<file path="src/rtl/uart_rx_pkg.sv">
// Package: shared types for the oversampling serial receiver.
// Assumes nothing beyond a standard compile order (this file first).
package uart_rx_pkg;

    // Framer states, in the order a frame walks through them.
    typedef enum logic [2:0] {
        FR_WAIT  = 3'd0,  // waiting for lock and for the line at mark
        FR_HUNT  = 3'd1,  // line at mark, looking for a space
        FR_START = 3'd2,  // confirming the start bit at its midpoint
        FR_DATA  = 3'd3,  // sampling data bits
        FR_STOP  = 3'd4   // sampling the stop bit
    } fr_state_t;

endpackage

</file>
<file path="src/rtl/uart_rx_sync2.sv">
// Module: two-flop synchronizer for the raw serial line.
// Assumes: the input is asynchronous to clk. The reset value is the idle level,
// so no false space is seen as reset is released.
module uart_rx_sync2 #(
    parameter logic IDLE_LVL = 1'b1
) (
    input  logic clk,
    input  logic rst_n,
    input  logic d_async,
    output logic q_sync
);

    logic meta_q;

    // Pass the line through two flops to settle metastability.
    always_ff @(posedge clk) begin
        if (!rst_n) begin
            meta_q <= IDLE_LVL;
            q_sync <= IDLE_LVL;
        end else begin
            meta_q <= d_async;
            q_sync <= meta_q;
        end
    end

endmodule

</file>
<file path="src/rtl/uart_rx_guard.sv">
// Module: start-up resynchronization guard.
// Counts unbroken runs of one line level in oversample ticks after reset and
// sets `locked` once a mark run reaches N bit times or a space run reaches
// N+1 bit times. Once set, `locked` stays set until the next reset.
// Assumes: os_sel and len_sel are steady outside reset.
module uart_rx_guard #(
    parameter int OS_LO = 4,
    parameter int OS_HI = 16,
    parameter int W_LO  = 7,
    parameter int W_HI  = 8
) (
    input  logic clk,
    input  logic rst_n,
    input  logic tick,
    input  logic os_sel,
    input  logic len_sel,
    input  logic line_s,
    output logic locked
);

    localparam int RUN_MAX = (W_HI + 1) * OS_HI;
    localparam int RUNW    = $clog2(RUN_MAX + 1);

    logic            run_lvl;
    logic [RUNW-1:0] run_cnt;
    logic [RUNW-1:0] run_nxt;
    logic [RUNW-1:0] os_v;
    logic [RUNW-1:0] nb_v;
    logic [RUNW-1:0] mark_thr;
    logic [RUNW-1:0] space_thr;
    logic            hit;

    // Work out thresholds and the run length after this tick.
    always_comb begin
        os_v      = os_sel  ? RUNW'(OS_HI) : RUNW'(OS_LO);
        nb_v      = len_sel ? RUNW'(W_HI)  : RUNW'(W_LO);
        mark_thr  = RUNW'(nb_v * os_v);
        space_thr = RUNW'((nb_v + RUNW'(1)) * os_v);
        if (line_s != run_lvl) begin
            run_nxt = RUNW'(1);
        end else if (run_cnt == RUNW'(RUN_MAX)) begin
            run_nxt = run_cnt;
        end else begin
            run_nxt = run_cnt + RUNW'(1);
        end
        hit = line_s ? (run_nxt >= mark_thr) : (run_nxt >= space_thr);
    end

    // Track the current run and latch the lock once a threshold is met.
    always_ff @(posedge clk) begin
        if (!rst_n) begin
            run_lvl <= 1'b1;
            run_cnt <= '0;
            locked  <= 1'b0;
        end else if (tick && !locked) begin
            run_lvl <= line_s;
            run_cnt <= run_nxt;
            if (hit) begin
                locked <= 1'b1;
            end
        end
    end

    // lock never drops once it is gained.
    a_r2_lock_sticky: assert property (@(posedge clk) disable iff (!rst_n)
        locked |=> locked);

    // the run counter never exceeds its saturation value.
    a_r3_run_bound: assert property (@(posedge clk) disable iff (!rst_n)
        run_cnt <= RUNW'(RUN_MAX));

endmodule

</file>
<file path="src/rtl/uart_rx_framer.sv">
// Module: frame sequencer. Detects the start edge, checks it at mid-bit,
// samples data bits LSB first at bit centres, checks the stop bit and
// registers the word, strobe and error flag.
// Assumes: line_s is already synchronized. Every decision is taken on tick
// cycles. Nothing leaves the wait state before `locked` is set.
module uart_rx_framer
    import uart_rx_pkg::*;
#(
    parameter int OS_LO = 4,
    parameter int OS_HI = 16,
    parameter int W_LO  = 7,
    parameter int W_HI  = 8
) (
    input  logic            clk,
    input  logic            rst_n,
    input  logic            tick,
    input  logic            os_sel,
    input  logic            len_sel,
    input  logic            line_s,
    input  logic            locked,
    output logic [W_HI-1:0] rx_data,
    output logic            rx_valid,
    output logic            rx_ferr
);

    localparam int CW = $clog2(OS_HI);
    localparam int BW = $clog2(W_HI);

    fr_state_t       st;
    logic [CW-1:0]   cnt;
    logic [BW-1:0]   bidx;
    logic [W_HI-1:0] shreg;
    logic [CW-1:0]   os_last;
    logic [CW-1:0]   half_last;
    logic [BW-1:0]   bit_last;

    // Decode the mode selects into counter end points.
    always_comb begin
        os_last   = os_sel  ? CW'(OS_HI - 1)     : CW'(OS_LO - 1);
        half_last = os_sel  ? CW'(OS_HI / 2 - 1) : CW'(OS_LO / 2 - 1);
        bit_last  = len_sel ? BW'(W_HI - 1)      : BW'(W_LO - 1);
    end

    // Walk each frame from edge to stop bit and register the result.
    always_ff @(posedge clk) begin
        if (!rst_n) begin
            st       <= FR_WAIT;
            cnt      <= '0;
            bidx     <= '0;
            shreg    <= '0;
            rx_data  <= '0;
            rx_valid <= 1'b0;
            rx_ferr  <= 1'b0;
        end else begin
            rx_valid <= 1'b0;
            rx_ferr  <= 1'b0;
            if (tick) begin
                case (st)
                    FR_WAIT: begin
                        if (locked && line_s) begin
                            st <= FR_HUNT;
                        end
                    end
                    FR_HUNT: begin
                        if (!line_s) begin
                            st  <= FR_START;
                            cnt <= '0;
                        end
                    end
                    FR_START: begin
                        if (cnt == half_last) begin
                            cnt <= '0;
                            if (line_s) begin
                                st <= FR_HUNT;
                            end else begin
                                st   <= FR_DATA;
                                bidx <= '0;
                            end
                        end else begin
                            cnt <= cnt + CW'(1);
                        end
                    end
                    FR_DATA: begin
                        if (cnt == os_last) begin
                            cnt   <= '0;
                            shreg <= {line_s, shreg[W_HI-1:1]};
                            if (bidx == bit_last) begin
                                st <= FR_STOP;
                            end else begin
                                bidx <= bidx + BW'(1);
                            end
                        end else begin
                            cnt <= cnt + CW'(1);
                        end
                    end
                    FR_STOP: begin
                        if (cnt == os_last) begin
                            cnt      <= '0;
                            rx_valid <= 1'b1;
                            rx_ferr  <= !line_s;
                            rx_data  <= len_sel ? shreg : (shreg >> (W_HI - W_LO));
                            st       <= line_s ? FR_HUNT : FR_WAIT;
                        end else begin
                            cnt <= cnt + CW'(1);
                        end
                    end
                    default: st <= FR_WAIT;
                endcase
            end
        end
    end

    // the framer stays parked until the guard reports lock.
    a_r2_hold_until_lock: assert property (@(posedge clk) disable iff (!rst_n)
        !locked |-> (st == FR_WAIT));

    // the data bit index stays within the selected word length.
    a_r5_bit_range: assert property (@(posedge clk) disable iff (!rst_n)
        (st == FR_DATA) |-> (bidx <= bit_last));

    // the word strobe lasts a single cycle.
    a_r9_valid_pulse: assert property (@(posedge clk) disable iff (!rst_n)
        rx_valid |=> !rx_valid);

    // an error flag only ever accompanies a word strobe.
    a_r8_ferr_with_valid: assert property (@(posedge clk) disable iff (!rst_n)
        rx_ferr |-> rx_valid);

endmodule

</file>
<file path="src/rtl/uart_rx_resync.sv">
// Module: top of the oversampling serial receiver. It chains the line
// synchronizer, the start-up guard and the frame sequencer.
// Assumes: os_tick is a single-cycle enable at 4x or 16x the bit rate, and
// os_sel and len_sel change only while rst_n is low.
module uart_rx_resync #(
    parameter int OS_LO = 4,
    parameter int OS_HI = 16,
    parameter int W_LO  = 7,
    parameter int W_HI  = 8
) (
    input  logic            clk,
    input  logic            rst_n,
    input  logic            os_tick,
    input  logic            os_sel,
    input  logic            len_sel,
    input  logic            rx_line,
    output logic [W_HI-1:0] rx_data,
    output logic            rx_valid,
    output logic            rx_ferr
);

    logic line_s;
    logic locked;

    uart_rx_sync2 #(.IDLE_LVL(1'b1)) u_sync (
        .clk     (clk),
        .rst_n   (rst_n),
        .d_async (rx_line),
        .q_sync  (line_s)
    );

    uart_rx_guard #(
        .OS_LO(OS_LO), .OS_HI(OS_HI), .W_LO(W_LO), .W_HI(W_HI)
    ) u_guard (
        .clk     (clk),
        .rst_n   (rst_n),
        .tick    (os_tick),
        .os_sel  (os_sel),
        .len_sel (len_sel),
        .line_s  (line_s),
        .locked  (locked)
    );

    uart_rx_framer #(
        .OS_LO(OS_LO), .OS_HI(OS_HI), .W_LO(W_LO), .W_HI(W_HI)
    ) u_framer (
        .clk      (clk),
        .rst_n    (rst_n),
        .tick     (os_tick),
        .os_sel   (os_sel),
        .len_sel  (len_sel),
        .line_s   (line_s),
        .locked   (locked),
        .rx_data  (rx_data),
        .rx_valid (rx_valid),
        .rx_ferr  (rx_ferr)
    );

endmodule

</file>
<file path="config.mk">
export PLATFORM = sky130hd
export DESIGN_NAME = uart_rx_resync
export DESIGN_NICKNAME = d
export VERILOG_FILES = /design/src/rtl/uart_rx_pkg.sv /design/src/rtl/uart_rx_sync2.sv /design/src/rtl/uart_rx_guard.sv /design/src/rtl/uart_rx_framer.sv /design/src/rtl/uart_rx_resync.sv
export SDC_FILE = /design/constraint.sdc
export NUM_CORES = 1
export LEC_CHECK = 0
export BUFFER_PORTS_ARGS = -buffer_cell sky130_fd_sc_hd__buf_2
export CELL_PAD_IN_SITES_DETAIL_PLACEMENT = 0
export CELL_PAD_IN_SITES_GLOBAL_PLACEMENT = 1
export CORE_UTILIZATION = 46
export DETAILED_ROUTE_END_ITERATION = 7
export PLACE_DENSITY_LB_ADDON = 0.1
export RECOVER_POWER = 25
export SYNTH_ARGS = -nofsm -noshare
export SYNTH_HDL_FRONTEND = slang
export SYNTH_SLANG_ARGS = --single-unit
export TNS_END_PERCENT = 20
</file>
<file path="constraint.sdc">
create_clock -name clk -period 2.5 [get_ports clk]
set_input_delay 0.375 -clock clk [delete_from_list [all_inputs] [get_ports clk]]
set_output_delay 0.375 -clock clk [all_outputs]
set_load 0.005 [all_outputs]
</file>
==> run summary <==
=================================================================================
Outcome                                                                 completed
Routed vias                                                                  1964
DRC Markers                                                                     0
Die span in y                                                             73.3 um
Class of the tightest hold or removal check                             in -> reg
Area share of the leading cell type in the synthesized netlist              34.2%
Max Fanout on Critical Path                                                     6
Area of the placeable core                                           0.00482 mm^2
Number of warnings issued by yosys                                              0
Final sum of negative setup slack                                            0 ns
Setup violation total in the final timing report                                0
Post-synthesis cell count                                                     274
Min-Delay Startpoint                                                      rx_line
Sink Count                                                                     40
Fraction of registers with async set/reset                                     0%
Origin of the critical flop-to-flop path                             u_guard.run_cnt[1]$_SDFFE_PN0P_
Synth-to-Final Area Change                                                  12.1%
Routed vias/inst                                                             5.47
Number of nets produced by synthesis                                          299
Final core occ                                                              54.5%
EDFF count, synth                                                               0
1st-iter DRT viols                                                             93
Library cell with the largest summed area after synthesis                 dfxtp_1
Number of instances in the placed design                                      352
Top achievable clock speed                                              0.441 GHz
Total standard cell area after synthesis                             0.00234 mm^2
Standard-cell rows                                                             25
Minimum period implied by the final worst setup slack                     2.27 ns
Final critical-path share of the clock period                               90.6%
Register-to-register setup slack                                          0.23 ns
Number of buffers inserted by port buffering                                   15
Category of the most critical setup path                               reg -> reg
Number of inserted diodes                                                       0
Number of nets in the layout                                                  317
Hold buffer count at cts                                                        0
Worst hold stages                                                               2
Final WS setup                                                           0.234 ns
Cell Pwr Density                                                      523 mW/mm^2
Max-cap violation count                                                         0
Antenna-violating nets left                                                     0
Fraction of the yosys area taken by sequential cells                        34.2%
Required time at the endpoint of the critical path                        2.68 ns
Area enclosed by the die boundary                                    0.00538 mm^2
Library cells used by synthesis                                                54
Ys flop type                                                              dfxtp_1
Clock buffers created by TritonCTS                                              5
Count of endpoints failing hold in the final timing report                      0
Clock tree from TritonCTS                                                   built
Antenna violations before repair                                                0
Count of final max-slew check failures                                          0
CTS max path bufs                                                               2
Initial cell density of the core                                            48.6%
Largest vdd supply drop                                                    274 uV
Relative slew slack                                                         35.2%
Layout cell share with drive strength beyond 1                              11.0%
Overall global routing resource usage                                       20.0%
First-pass GRT wire length                                                8.34 mm
Post-route standard cell area excluding fillers                      0.00263 mm^2
Leakage power                                                             1.04 nW
Number of global-route vias before repair                                    1805
Cell types occupying the most area after synthesis                   dfxtp_1, ha_1, mux2i_1, nor2_1, nand2_1
CTS Root Cell                                                            clkbuf_8
Cell with the most instances after synthesis                              dfxtp_1
DRT Pass-1 Iters                                                                4
End of the worst hold path                                           u_sync.meta_q$_SDFF_PN1_
Maximum number of pins on one net before global-route repair                   21
Nature of the critical path endpoint                                    flip-flop
Total grt overflow                                                              0
RSZ-0062 raised after global routing                                        false
Capture point of the worst reg-to-reg path                           u_guard.locked$_SDFFE_PN0P_
Total Wirelength                                                          4.88 mm
Kind of launch point of the worst setup path                            flip-flop
DP Wirelength                                                             3.51 mm
Synthesized area per cell                                               8.54 um^2
Fin Clk Skew                                                           0.00843 ns
Routed WL per cell                                                        13.6 um
Top cell types by occurrence after synthesis                         dfxtp_1, nor2_1, nand2_1, ha_1, mux2i_1
Layout Cells excl Fill                                                        359
Pre-CTS worst setup slack                                                0.148 ns
Worst reg2reg path depth                                                       10
Crit path arrival time                                                    2.45 ns
Clock insertion delay at the later pin of the skew report                 0.29 ns
Clock slew seen by the registers of the worst setup and hold paths        0.08 ns
H-Tree Depth                                                                    2
Placement-stage cell area                                            0.00249 mm^2
# IOs                                                                          16
Transition at the pin with the smallest max-transition slack             0.972 ns
DIE WIDTH                                                                 73.3 um
#FFs+latches synth                                                             40
Placer's final routability congestion estimate                              0.825
=================================================================================
## metal layers
metal / part of all wire (%) / GRT usage (%) / wire, um / vias to the layer above
li1: - / - / - / 1025
met1: 50 / 26.2 / 2430 / 902
met2: 46 / 32.7 / 2250 / 33
met3: 3.4 / 4.53 / 166 / 4
met4: 0.72 / 6.41 / 35 / 0
met5: 0 / 0 / 0 / -
## report_power, final
| group | leakage, nW | internal (mW) | total [mW] | switching [mW] |
|---|---|---|---|---|
| logic | 0.649 | 0.0407 | 0.107 | 0.0661 |
| clock network | 0.0642 | 0.393 | 0.616 | 0.223 |
| registers | 0.323 | 0.643 | 0.650 | 0.00658 |
| total | 1.04 | 1.08 | 1.37 | 0.296 |
## flip-flops by register name, summed over array words and instances (netlist names), 3 cells and up
name	flops
u_framer.shreg	8
u_framer.st	3
u_framer.rx_data	8
u_framer.cnt	4
u_framer.bidx	3
u_guard.run_cnt	8
## per-stage QoR
| step | total power, mW | hold slack [ns] |
|---|---|---|
| 2_1_floorplan | 0.737 | 0.386 |
| 3_3_place_gp | 0.771 | 0.390 |
| 3_5_place_dp | 0.771 | 0.399 |
| 4_1_cts | 1.40 | 0.251 |
| 5_1_grt | 1.43 | 0.286 |
| 6_report | 1.37 | 0.267 |
## layout make-up
class / count / area (um^2)
clock inverters: 2 / 60.1
clock buffers: 5 / 68.8
repair buffers: 25 / 135
flip-flops and latches: 40 / 802
well taps: 67 / 83.8
inverters: 13 / 48.8
multi-input cells: 207 / 1430
fillers: 488 / 2190
## layout by cell type, fill, tap and decap left out, drive strengths merged, types with 2 or more instances in the layout
master   n
dfxtp   40
nor2    33
nand2   23
ha      19
mux2i   18
a21oi   16
clkbuf  15
buf     15
o21ai   13
inv     13
nand3   12
a211oi   9
nand2b   6
xor2     4
nor2b    4
xnor2    3
or3      3
a31oi    3
a31o     2
nor4     2
nand4    2
a22oi    2
nor3b    2
o211ai   2
o31a     2
o32ai    2
o311ai   2
nand3b   2
bufinv   2
or4b     2
## cell families after synthesis
group / Yosys count / share of synthesized area (%)
AND/OR/NAND/NOR: 100 / 21.7
AO/OA/AOI/OAI: 62 / 17.7
flip-flops: 40 / 34.2
buffers and inverters: 27 / 5.51
adder cells (fa/ha/maj): 20 / 10.6
multiplexers: 18 / 7.70
XOR/XNOR: 7 / 2.62
## what timing repair did
action                                  in CTS  in global routing
endpoints found under the setup margin       0                  1
resized for setup                            0                  4
setup buffers                                0                  0
## worst max-delay path by stage
| stage | to | from |
|---|---|---|
| CTS | u_guard.locked$_SDFFE_PN0P_ | u_guard.run_cnt[0]$_SDFFE_PN0P_ |
| global route | u_guard.locked$_SDFFE_PN0P_ | u_guard.run_cnt[1]$_SDFFE_PN0P_ |
| floorplan | u_guard.locked$_SDFFE_PN0P_ | u_guard.run_cnt[0]$_SDFFE_PN0P_ |
| global placement | u_guard.locked$_SDFFE_PN0P_ | u_guard.run_cnt[0]$_SDFFE_PN0P_ |
| detailed placement | u_guard.locked$_SDFFE_PN0P_ | u_guard.run_cnt[0]$_SDFFE_PN0P_ |
| finish | u_guard.locked$_SDFFE_PN0P_ | u_guard.run_cnt[1]$_SDFFE_PN0P_ |
## worst max-delay path, cell delays in order (launching register included)
cell and delay (ns):
dfxtp_1 0.40, inv_1 0.06, ha_1 0.18, nor4bb_4 0.16
a31o_2 0.25, nor2_1 0.19, ha_1 0.27, a22o_1 0.21
nor4_1 0.18, a311o_1 0.21, a21oi_1 0.04
Power figures use the tool's default switching activity.
